`config.mk`:
```
export PLATFORM = sky130hd
export DESIGN_NAME = cfgdma_engine
export DESIGN_NICKNAME = d
export VERILOG_FILES = /design/src/rtl/cfgdma_pkg.sv /design/src/rtl/cfgdma_addr_reg.sv /design/src/rtl/cfgdma_fsm.sv /design/src/rtl/cfgdma_engine.sv
export SDC_FILE = /design/constraint.sdc
export NUM_CORES = 1
export LEC_CHECK = 0
export BUFFER_PORTS_ARGS = -buffer_cell sky130_fd_sc_hd__buf_2
export CAP_MARGIN = 20
export CORE_ASPECT_RATIO = 0.6
export CORE_MARGIN = 8
export CORE_UTILIZATION = 40
export DETAILED_ROUTE_END_ITERATION = 6
export HOLD_SLACK_MARGIN = 0.08
export PLACE_DENSITY = 0.7
export SETUP_SLACK_MARGIN = 0.2
export SLEW_MARGIN = 25
export SYNTH_ARGS = -nofsm -noshare
export SYNTH_HDL_FRONTEND = slang
export SYNTH_SLANG_ARGS = --single-unit
export TNS_END_PERCENT = 50
```
`constraint.sdc`:
```
create_clock -name clk -period 7.05 [get_ports clk]
set_input_delay 1.0575 -clock clk [delete_from_list [all_inputs] [get_ports clk]]
set_output_delay 1.0575 -clock clk [all_outputs]
set_load 0.02 [all_outputs]
```
`src/rtl/cfgdma_pkg.sv`:
```
package cfgdma_pkg;
    localparam int ADDR_W = 64;
    localparam int WORD_W = 32;
    localparam int KEY_W  = 16;
    localparam int BYTE_W = 8;
    localparam int DESC_WORDS = 4;
    localparam int WCNT_W = $clog2(DESC_WORDS);

    localparam int CTL_READ = 1;
    localparam int CTL_SKIP = 2;
    localparam int CTL_SEL  = 3;

    typedef enum logic [2:0] {
        ST_IDLE,
        ST_FETCH_REQ,
        ST_FETCH_RSP,
        ST_APPLY,
        ST_DATA_REQ,
        ST_DATA_RSP,
        ST_STAT_REQ,
        ST_STAT_RSP
    } state_t;
endpackage

```
`src/rtl/cfgdma_addr_reg.sv`:
```
module cfgdma_addr_reg
    import cfgdma_pkg::*;
(
    input  logic              clk,
    input  logic              rst_n,
    input  logic              wr_en,
    input  logic              wr_lo,
    input  logic [WORD_W-1:0] wr_data,
    input  logic              busy,
    input  logic              done,
    output logic [ADDR_W-1:0] addr_q,
    output logic              start
);
    logic accept;

    assign accept = wr_en && !busy;
    assign start  = accept && wr_lo;

    always_ff @(posedge clk) begin
        if (!rst_n) begin
            addr_q <= '0;
        end else if (done) begin
            addr_q <= '0;
        end else if (accept) begin
            if (wr_lo) addr_q[WORD_W-1:0]      <= wr_data;
            else       addr_q[ADDR_W-1:WORD_W] <= wr_data;
        end
    end


    busy_hold_chk: assert property (@(posedge clk) disable iff (!rst_n)
        (busy && !done) |=> (addr_q == $past(addr_q)));


    clear_after_done_chk: assert property (@(posedge clk) disable iff (!rst_n)
        done |=> (addr_q == '0));
endmodule

```
`src/rtl/cfgdma_fsm.sv`:
```
module cfgdma_fsm
    import cfgdma_pkg::*;
(
    input  logic              clk,
    input  logic              rst_n,
    input  logic              start,
    input  logic [ADDR_W-1:0] base,
    output logic              busy,
    output logic              done,
    output logic              mem_req_valid,
    input  logic              mem_req_ready,
    output logic              mem_req_write,
    output logic              mem_req_word,
    output logic [ADDR_W-1:0] mem_req_addr,
    output logic [WORD_W-1:0] mem_req_wdata,
    input  logic              mem_rsp_valid,
    input  logic              mem_rsp_err,
    input  logic [WORD_W-1:0] mem_rsp_rdata,
    output logic              cfg_select,
    output logic [KEY_W-1:0]  cfg_key,
    output logic              cfg_skip,
    output logic [WORD_W-1:0] cfg_skip_len,
    output logic              cfg_next,
    input  logic [BYTE_W-1:0] cfg_byte
);
    localparam logic [WCNT_W-1:0] WCNT_LAST = WCNT_W'(DESC_WORDS - 1);

    state_t              state_q, state_d;
    logic [WCNT_W-1:0]   wcnt_q;
    logic                sel_q, rd_q, sk_q, err_q;
    logic [KEY_W-1:0]    key_q;
    logic [WORD_W-1:0]   len_q, bcnt_q;
    logic [ADDR_W-1:0]   dst_q;
    logic                do_read, do_skip, last_byte;

    assign do_read   = rd_q && (len_q != '0);
    assign do_skip   = sk_q && !rd_q && (len_q != '0);
    assign last_byte = (bcnt_q == len_q - WORD_W'(1));

    always_ff @(posedge clk) begin
        if (!rst_n) state_q <= ST_IDLE;
        else        state_q <= state_d;
    end

    always_comb begin
        state_d = state_q;
        unique case (state_q)
            ST_IDLE:      if (start) state_d = ST_FETCH_REQ;
            ST_FETCH_REQ: if (mem_req_ready) state_d = ST_FETCH_RSP;
            ST_FETCH_RSP: if (mem_rsp_valid) begin
                if (mem_rsp_err)            state_d = ST_STAT_REQ;
                else if (wcnt_q == WCNT_LAST) state_d = ST_APPLY;
                else                        state_d = ST_FETCH_REQ;
            end
            ST_APPLY:     state_d = do_read ? ST_DATA_REQ : ST_STAT_REQ;
            ST_DATA_REQ:  if (mem_req_ready) state_d = ST_DATA_RSP;
            ST_DATA_RSP:  if (mem_rsp_valid) begin
                if (mem_rsp_err || last_byte) state_d = ST_STAT_REQ;
                else                          state_d = ST_DATA_REQ;
            end
            ST_STAT_REQ:  if (mem_req_ready) state_d = ST_STAT_RSP;
            ST_STAT_RSP:  if (mem_rsp_valid) state_d = ST_IDLE;
            default:      state_d = ST_IDLE;
        endcase
    end

    always_ff @(posedge clk) begin
        if (!rst_n) begin
            wcnt_q <= '0;
            sel_q  <= 1'b0;
            rd_q   <= 1'b0;
            sk_q   <= 1'b0;
            err_q  <= 1'b0;
            key_q  <= '0;
            len_q  <= '0;
            bcnt_q <= '0;
            dst_q  <= '0;
        end else begin
            if (state_q == ST_IDLE && start) begin
                wcnt_q <= '0;
                err_q  <= 1'b0;
                bcnt_q <= '0;
                sel_q  <= 1'b0;
                rd_q   <= 1'b0;
                sk_q   <= 1'b0;
            end
            if (state_q == ST_FETCH_RSP && mem_rsp_valid) begin
                if (mem_rsp_err) begin
                    err_q <= 1'b1;
                end else begin
                    wcnt_q <= wcnt_q + WCNT_W'(1);
                    case (wcnt_q)
                        2'd0: begin
                            key_q <= mem_rsp_rdata[WORD_W-1 -: KEY_W];
                            sel_q <= mem_rsp_rdata[CTL_SEL];
                            rd_q  <= mem_rsp_rdata[CTL_READ];
                            sk_q  <= mem_rsp_rdata[CTL_SKIP];
                        end
                        2'd1:    len_q <= mem_rsp_rdata;
                        2'd2:    dst_q[ADDR_W-1:WORD_W] <= mem_rsp_rdata;
                        default: dst_q[WORD_W-1:0] <= mem_rsp_rdata;
                    endcase
                end
            end
            if (state_q == ST_DATA_RSP && mem_rsp_valid) begin
                if (mem_rsp_err) err_q  <= 1'b1;
                else             bcnt_q <= bcnt_q + WORD_W'(1);
            end
        end
    end

    always_comb begin
        mem_req_valid = 1'b0;
        mem_req_write = 1'b0;
        mem_req_word  = 1'b1;
        mem_req_addr  = base;
        mem_req_wdata = '0;
        cfg_select    = 1'b0;
        cfg_skip      = 1'b0;
        cfg_next      = 1'b0;
        done          = 1'b0;
        unique case (state_q)
            ST_FETCH_REQ: begin
                mem_req_valid = 1'b1;
                mem_req_addr  = base + ADDR_W'({wcnt_q, 2'b00});
            end
            ST_APPLY: begin
                cfg_select = sel_q;
                cfg_skip   = do_skip;
            end
            ST_DATA_REQ: begin
                mem_req_valid = 1'b1;
                mem_req_write = 1'b1;
                mem_req_word  = 1'b0;
                mem_req_addr  = dst_q + ADDR_W'(bcnt_q);
                mem_req_wdata = WORD_W'(cfg_byte);
                cfg_next      = mem_req_ready;
            end
            ST_STAT_REQ: begin
                mem_req_valid = 1'b1;
                mem_req_write = 1'b1;
                mem_req_wdata = WORD_W'(err_q);
            end
            ST_STAT_RSP: done = mem_rsp_valid;
            default: ;
        endcase
    end

    assign busy         = (state_q != ST_IDLE);
    assign cfg_key      = key_q;
    assign cfg_skip_len = len_q;


    req_hold_chk: assert property (@(posedge clk) disable iff (!rst_n)
        (mem_req_valid && !mem_req_ready) |=> (mem_req_valid && $stable(mem_req_addr)
            && $stable(mem_req_write) && $stable(mem_req_wdata)));


    start_fetch_chk: assert property (@(posedge clk) disable iff (!rst_n)
        start |=> (busy && mem_req_valid && !mem_req_write));


    status_value_chk: assert property (@(posedge clk) disable iff (!rst_n)
        (mem_req_valid && mem_req_write && mem_req_word) |-> (mem_req_wdata[WORD_W-1:1] == '0));


    skip_no_data_chk: assert property (@(posedge clk) disable iff (!rst_n)
        cfg_skip |=> !(mem_req_valid && mem_req_write && !mem_req_word));
endmodule

```
`src/rtl/cfgdma_engine.sv`:
```
module cfgdma_engine
    import cfgdma_pkg::*;
(
    input  logic              clk,
    input  logic              rst_n,
    input  logic              reg_wr_en,
    input  logic              reg_wr_lo,
    input  logic [WORD_W-1:0] reg_wr_data,
    output logic [ADDR_W-1:0] dma_addr,
    output logic              busy,
    output logic              mem_req_valid,
    input  logic              mem_req_ready,
    output logic              mem_req_write,
    output logic              mem_req_word,
    output logic [ADDR_W-1:0] mem_req_addr,
    output logic [WORD_W-1:0] mem_req_wdata,
    input  logic              mem_rsp_valid,
    input  logic              mem_rsp_err,
    input  logic [WORD_W-1:0] mem_rsp_rdata,
    output logic              cfg_select,
    output logic [KEY_W-1:0]  cfg_key,
    output logic              cfg_skip,
    output logic [WORD_W-1:0] cfg_skip_len,
    output logic              cfg_next,
    input  logic [BYTE_W-1:0] cfg_byte
);
    logic start, done;

    cfgdma_addr_reg u_addr (
        .clk     (clk),
        .rst_n   (rst_n),
        .wr_en   (reg_wr_en),
        .wr_lo   (reg_wr_lo),
        .wr_data (reg_wr_data),
        .busy    (busy),
        .done    (done),
        .addr_q  (dma_addr),
        .start   (start)
    );

    cfgdma_fsm u_fsm (
        .clk           (clk),
        .rst_n         (rst_n),
        .start         (start),
        .base          (dma_addr),
        .busy          (busy),
        .done          (done),
        .mem_req_valid (mem_req_valid),
        .mem_req_ready (mem_req_ready),
        .mem_req_write (mem_req_write),
        .mem_req_word  (mem_req_word),
        .mem_req_addr  (mem_req_addr),
        .mem_req_wdata (mem_req_wdata),
        .mem_rsp_valid (mem_rsp_valid),
        .mem_rsp_err   (mem_rsp_err),
        .mem_rsp_rdata (mem_rsp_rdata),
        .cfg_select    (cfg_select),
        .cfg_key       (cfg_key),
        .cfg_skip      (cfg_skip),
        .cfg_skip_len  (cfg_skip_len),
        .cfg_next      (cfg_next),
        .cfg_byte      (cfg_byte)
    );
endmodule

```
Yosys cells after proc, flatten, opt, wreduce, memory -nomap -nowiden
Cells that the tools add are included.
{"block": "classes", "div_mod_pow": 0, "multipliers": 0, "eq_ne": 18, "n_bitwise": 4, "n_mux": 44, "n_addsub": 5, "shifts": 0, "n_lt_le_gt_ge": 0, "n_reduce_logical": 26}
{"cell": "$pmux W64 S2", "count": 1}
{"cell": "$mux W32", "count": 3}
{"cell": "$add A64 B32 Y64", "count": 1}
{"cell": "$add A64 B4 Y64", "count": 1}
{"cell": "$add A32 B1 Y32 const B", "count": 1}
{"cell": "$eq A32 B32 Y1", "count": 1}
{"cell": "$reduce_bool A32 Y1", "count": 1}
{"cell": "$sub A32 B1 Y32 const B", "count": 1}
{"cell": "$mux W1", "count": 24}
{"cell": "$mux W3", "count": 8}
{"cell": "$pmux W3 S8", "count": 1}
{"cell": "$pmux W8 S2", "count": 1}
{"cell": "$eq A3 B3 Y1 const B", "count": 4}
{"cell": "$mux W2", "count": 6}
{"cell": "$ne A2 B2 Y1 const B", "count": 6}
{"cell": "$reduce_and A3 Y1", "count": 4}
{"cell": "$logic_and A1 B1 Y1", "count": 8}
{"cell": "$reduce_and A7 Y1", "count": 1}
{"cell": "$eq A3 B2 Y1 const B", "count": 2}
{"cell": "$reduce_or A3 Y1", "count": 2}
{"cell": "$eq A2 B2 Y1 const B", "count": 2}
{"cell": "$not A1 Y1", "count": 4}
{"cell": "$reduce_and A2 Y1", "count": 2}
{"cell": "$reduce_or A2 Y1", "count": 2}
{"cell": "9 further kinds", "count": 10}
{"block": "word_totals", "latchBits": 0, "ff_bits": 217, "word_cells": 110, "romBits": 0, "n_memories": 0, "mem_bits_rw": 0}

Logic depth before layout (Yosys ltp)
{"block": "logic_depth", "depth_word": 10, "depth_mapped": 12, "depth_no_buf": 11}

Hierarchy
Synthesis repeated with hierarchy kept, for this count alone.
{"block": "hier_totals", "cells_unflattened": 1880, "hier_area_um2": 14232.4}
{"module": "cfgdma_fsm", "cells_per_inst": 1624, "n_inst": 1, "area_each_um2": 11399.7, "seq_area_each_um2": 3062.9}
{"module": "cfgdma_addr_reg", "cells_per_inst": 256, "n_inst": 1, "area_each_um2": 2832.7, "seq_area_each_um2": 1281.2}

Least setup slack after synthesis
No wires, ideal clock.
{"block": "synth_timing", "kind": "register to output", "start": "register u_fsm.bcnt_q[0]", "end": "output mem_req_addr[30]", "path_buffers": 0, "slack_ns": 3.003, "path_stages_with_launch": 12, "required_time_ns": 5.992, "arrival_ns": 2.989, "cell_sequence": "dfxtp_1 > ha_1 > fa_1 > a21o_1 > a221oi_1 > o21bai_1 > a21o_1 > a41oi_1 > o21bai_1 > a21oi_1 > xor2_1 > o21ai_0"}
{"block": "synth_between", "elab_chain_cells": 2}
{"item": "start, declared", "line_no": "cfgdma_fsm.sv:32", "rtl": "logic [WORD_W-1:0] len_q, bcnt_q;"}
{"item": "start signal, assigned", "line_no": "cfgdma_fsm.sv:107", "rtl": "else bcnt_q <= bcnt_q + WORD_W'(1);"}
{"item": "$add A64 B32 Y64", "line_no": "cfgdma_fsm.sv:135", "rtl": "mem_req_addr = dst_q + ADDR_W'(bcnt_q);"}
{"item": "$pmux W64 S2", "line_no": "cfgdma_fsm.sv:122", "rtl": "unique case (state_q)"}
{"item": "end, declared", "line_no": "cfgdma_engine.sv:15", "rtl": "output logic [ADDR_W-1:0] mem_req_addr,"}
Every way passes these cells.

Worst setup path in the final report
{"block": "layout_timing", "start": "register u_fsm.bcnt_q[1]", "end": "output mem_req_addr[51]"}
The elaborated chain is that of the path after synthesis.

==> qor.tcl <==
set qor(io_pins) 294
set qor(internal-power_mw) 2.19
set qor(post_layout_nonfiller_instances) 2539
set qor(grt_use_total_pct) 24.1
set qor(routabilityCongestion) 0.917
set qor(powerDensity_nw_per_um2) 186
set qor(synth-main-ff-cell) {sky130_fd_sc_hd__dfxtp_1}
set qor(p_sw_share_pct) 26.0
set qor(drv_cap) 0
set qor(grt_remaining_overflow) 0
set qor(synth-edff-count) 0
set qor(final_period_minus_worst_setup_slack_ps) 5480
set qor(yosys.cell_types.count) 82
set qor(flow.area_growth_from_synthesis_pct) 17.7
set qor(dieWidth_um) 253
set qor(power_frac_comb_pct) 8.6
set qor(min_period_over_period_pct) 77.8
set qor(cts_post_setup_buffers_inserted) 0
set qor(sequentialPowerShare_pct) 43.2
set qor(timing.clock.skew_ps) 16.4
set qor(cts_buffers) 24
set qor(dieHeight_um) 158
set qor(final.fill_count) 3402
set qor(critical_path.most_common_cell) {sky130_fd_sc_hd__nor3_1}
set qor(cts_tree) {done}
set qor(critical_path_cell_list) {ha_1 > a21o_1 > and4_1 > nor3_1 > o311ai_1 > a221oi_1 > o21a_1 > nor3_1 > xnor2_1 > o21ai_0 > buf_2}
set qor(worst_ep_arrival_time_ps) 4430
set qor(clock.fmax_mhz) 182
set qor(postSynthAreaPerCell_um2) 7.22
set qor(start_util_pct) 40.3
set qor(r2r_setup_slack_ps) 3560
set qor(mostFrequentLayoutCell) {sky130_fd_sc_hd__nand2_1}
set qor(slowest_delay_ps) 510
set qor(area.sequential_um2) 4340
set qor(grt_setup_unrepaired) {no}
set qor(ys_async_sr_fraction_pct) 0
set qor(synth.ff_latch_count) 217
set qor(status) {completed}
set qor(clock_tree.buffer_depth) 3
set qor(wl_per_cell_um) 19.9
set qor(crit_buf_inv) 1
set qor(worst_skew_pair.late_latency_ps) 550
set qor(grt_max_degree) 101
set qor(design.core.area_um2) 33500
set qor(fin_nets) 2184
set qor(clock_tree.htree_level_count) 1
set qor(synth-warning-count) 0
set qor(antenna_cells_inserted) 0
set qor(worstPathRequired_ps) 5990
set qor(fp.dieArea_um2) 40100
set qor(drt_drc_violations_left) 0
set qor(path_delay_family) {compound AO/OA/AOI/OAI gates}
set qor(drtIter0Drc) 1469
set qor(vias_per_cell) 5.73
set qor(final_hold_vio_count) 0
set qor(placed_cells) 2495
set qor(multi_input_area_um2) 8590
set qor(drive_gt1_share_pct) 17.5
set qor(post_synth_instance_area_um2) 13500
set qor(layout_common_cells) {sky130_fd_sc_hd__nand2_1 (481), sky130_fd_sc_hd__buf_2 (269), sky130_fd_sc_hd__a21oi_1 (241)}
set qor(vias_in_the_first_global_route) 13345
set qor(power_leakage_nw) 6.34
set qor(yosysSeqAreaShare_pct) 32.2
set qor(setup_viol_count_final) 0
set qor(tns_ps) 0
set qor(min_delay_worst_type) {reg -> reg}
set qor(critical-path-slowest-cell) {sky130_fd_sc_hd__o21a_1}
set qor(drt_pass1_iterations) 5
set qor(initial_antenna_violation_count) 5
set qor(worst_ir_drop_vdd_v) 0.000150
set qor(total_detailed_routing_wirelength_um) 50600
set qor(postCtsResizedCells) 0
set qor(worst_setup_path_end_kind) {output port}
set qor(final-max-slew-violation-count) 0
set qor(switching_power_mw) 0.770
set qor(number_of_input_and_output_port_buffers_inserted) 269
set qor(via_count) 14544
set qor(slew-limit-headroom_pct) 28.9
set qor(power_frac_clock_pct) 48.2
set qor(cts_hold_repair.buffers) 0
set qor(grt_first_pass_wirelength_um) 77000
set qor(worstPathMaxFanout) 10
set qor(postRouteAntennaNets) 0
set qor(clock_sinks) 217
set qor(placementRows) 52
set qor(critical_path_class) {reg -> out}
set qor(worst_setup_hold_path_clk_slew_ps) 60
set qor(clk_root_buffer_cell) {sky130_fd_sc_hd__clkbuf_16}
set qor(worst_slew_pin_slew_ps) 1060
set qor(worst_setup_path_start_kind) {flip-flop}
set qor(synthCells) 1870
set qor(hpwlAfterDp_um) 39200
cell type report:
| class | count | area share [%] |
|---|---|---|
| repair buffers | 277 | 8.87 |
| flip-flops and latches | 217 | 27.3 |
| clock buffers | 33 | 4.38 |
| clock inverters | 11 | 1.17 |
| multi-input cells | 1517 | 54.0 |
| well taps | 459 | 3.61 |
| inverters | 25 | 0.614 |
power groups by stage:
| stage | registers, mW | logic [mW] | clock network, mW |
|---|---|---|---|
| floorplan | 1.32 | 0.135 | 0 |
| CTS | 1.28 | 0.254 | 1.45 |
| global placement | 1.31 | 0.251 | 0 |
| detailed placement | 1.31 | 0.253 | 0 |
| finish | 1.28 | 0.254 | 1.43 |
| global route | 1.28 | 0.273 | 1.50 |
worst paths after layout:
| path | from | endpoint | cells after the start |
|---|---|---|---|
| worst min-delay path | u_fsm.cfg_key[14] | u_fsm.cfg_key[14] | 2 |
| worst max-delay path | u_fsm.bcnt_q[1] | mem_req_addr[51] | 11 |
| worst min register to register | u_fsm.cfg_key[14] | u_fsm.cfg_key[14] | 2 |
| worst max register to register | u_fsm.state_q[2] | u_fsm.bcnt_q[22] | 7 |
sequential cells by signal (all words and copies together) (netlist names):
signal / count
u_fsm.sel_q: 1
u_fsm.sk_q: 1
u_addr.addr_q: 64
u_fsm.err_q: 1
u_fsm.cfg_key: 16
u_fsm.wcnt_q: 2
u_fsm.state_q: 3
u_fsm.cfg_skip_len: 32
u_fsm.rd_q: 1
u_fsm.dst_q: 64
u_fsm.bcnt_q: 32
metal layers:
layer	vias up	share of wire (%)	GRT usage (%)
li1	6906	-	-
met1	6933	45	33.4
met2	623	44	37.6
met3	72	9.1	5.77
met4	10	1.9	5.08
met5	-	0.11	0
cell families (layout without fill, tap and decap cells):
group | Yosys count | in the layout | synth area share [%]
AND/OR/NAND/NOR | 865 | 865 | 29.7
XOR/XNOR | 112 | 112 | 7.26
buffers and inverters | 159 | 346 | 5.23
flip-flops | 217 | 217 | 32.2
AO/OA/AOI/OAI | 461 | 461 | 20.5
adder cells (fa/ha/maj) | 43 | 43 | 4.09
multiplexers | 12 | 12 | 1.06
other | 1 | 24 | 0.0278
through the flow:
stage / util, % / hold WS (ps) / setup WS (ps) / area (um^2) / total power, mW
after floorplan: - / 436 / 3000 / 13600 / 1.45
after global placement: 44.7 / 439 / 2050 / 15000 / 1.56
after detailed placement: 44.8 / 445 / 1870 / 15000 / 1.56
after CTS: 47.4 / 453 / 1310 / 15900 / 2.98
after global routing: 47.4 / 470 / 1340 / 15900 / 3.06
final: 47.4 / 452 / 1570 / 15900 / 2.96
synthesized netlist by cell type (11+ instances only):
master                     count  area [um^2]
sky130_fd_sc_hd__a21o_1       15          113
sky130_fd_sc_hd__a21oi_1     241         1210
sky130_fd_sc_hd__a31oi_1      11         68.8
sky130_fd_sc_hd__and2_1       22          138
sky130_fd_sc_hd__and3_1       37          231
sky130_fd_sc_hd__buf_1        14         52.6
sky130_fd_sc_hd__buf_4        26          195
sky130_fd_sc_hd__clkbuf_1     89          334
sky130_fd_sc_hd__dfxtp_1     217         4340
sky130_fd_sc_hd__ha_1         41          513
sky130_fd_sc_hd__inv_1        24         90.1
sky130_fd_sc_hd__nand2_1     484         1820
sky130_fd_sc_hd__nand3_1      87          435
sky130_fd_sc_hd__nand4_1      34          213
sky130_fd_sc_hd__nor2_1       82          308
sky130_fd_sc_hd__nor3_1       26          130
sky130_fd_sc_hd__nor4_1       14         87.6
sky130_fd_sc_hd__o211ai_1     37          278
sky130_fd_sc_hd__o21ai_0      51          255
sky130_fd_sc_hd__o221ai_1     23          201
sky130_fd_sc_hd__or3_1        18          113
sky130_fd_sc_hd__xnor2_1      62          543
sky130_fd_sc_hd__xor2_1       50          438
tightest hold or removal path: cells and delay by family, from the launching register on:
kind | cells | cell delay [ps]
AOI/OAI and AO/OA | 1 | 50
DFF | 1 | 310
and+or+nand+nor | 1 | 50
Note: power is estimated with default switching activity, not from simulation.
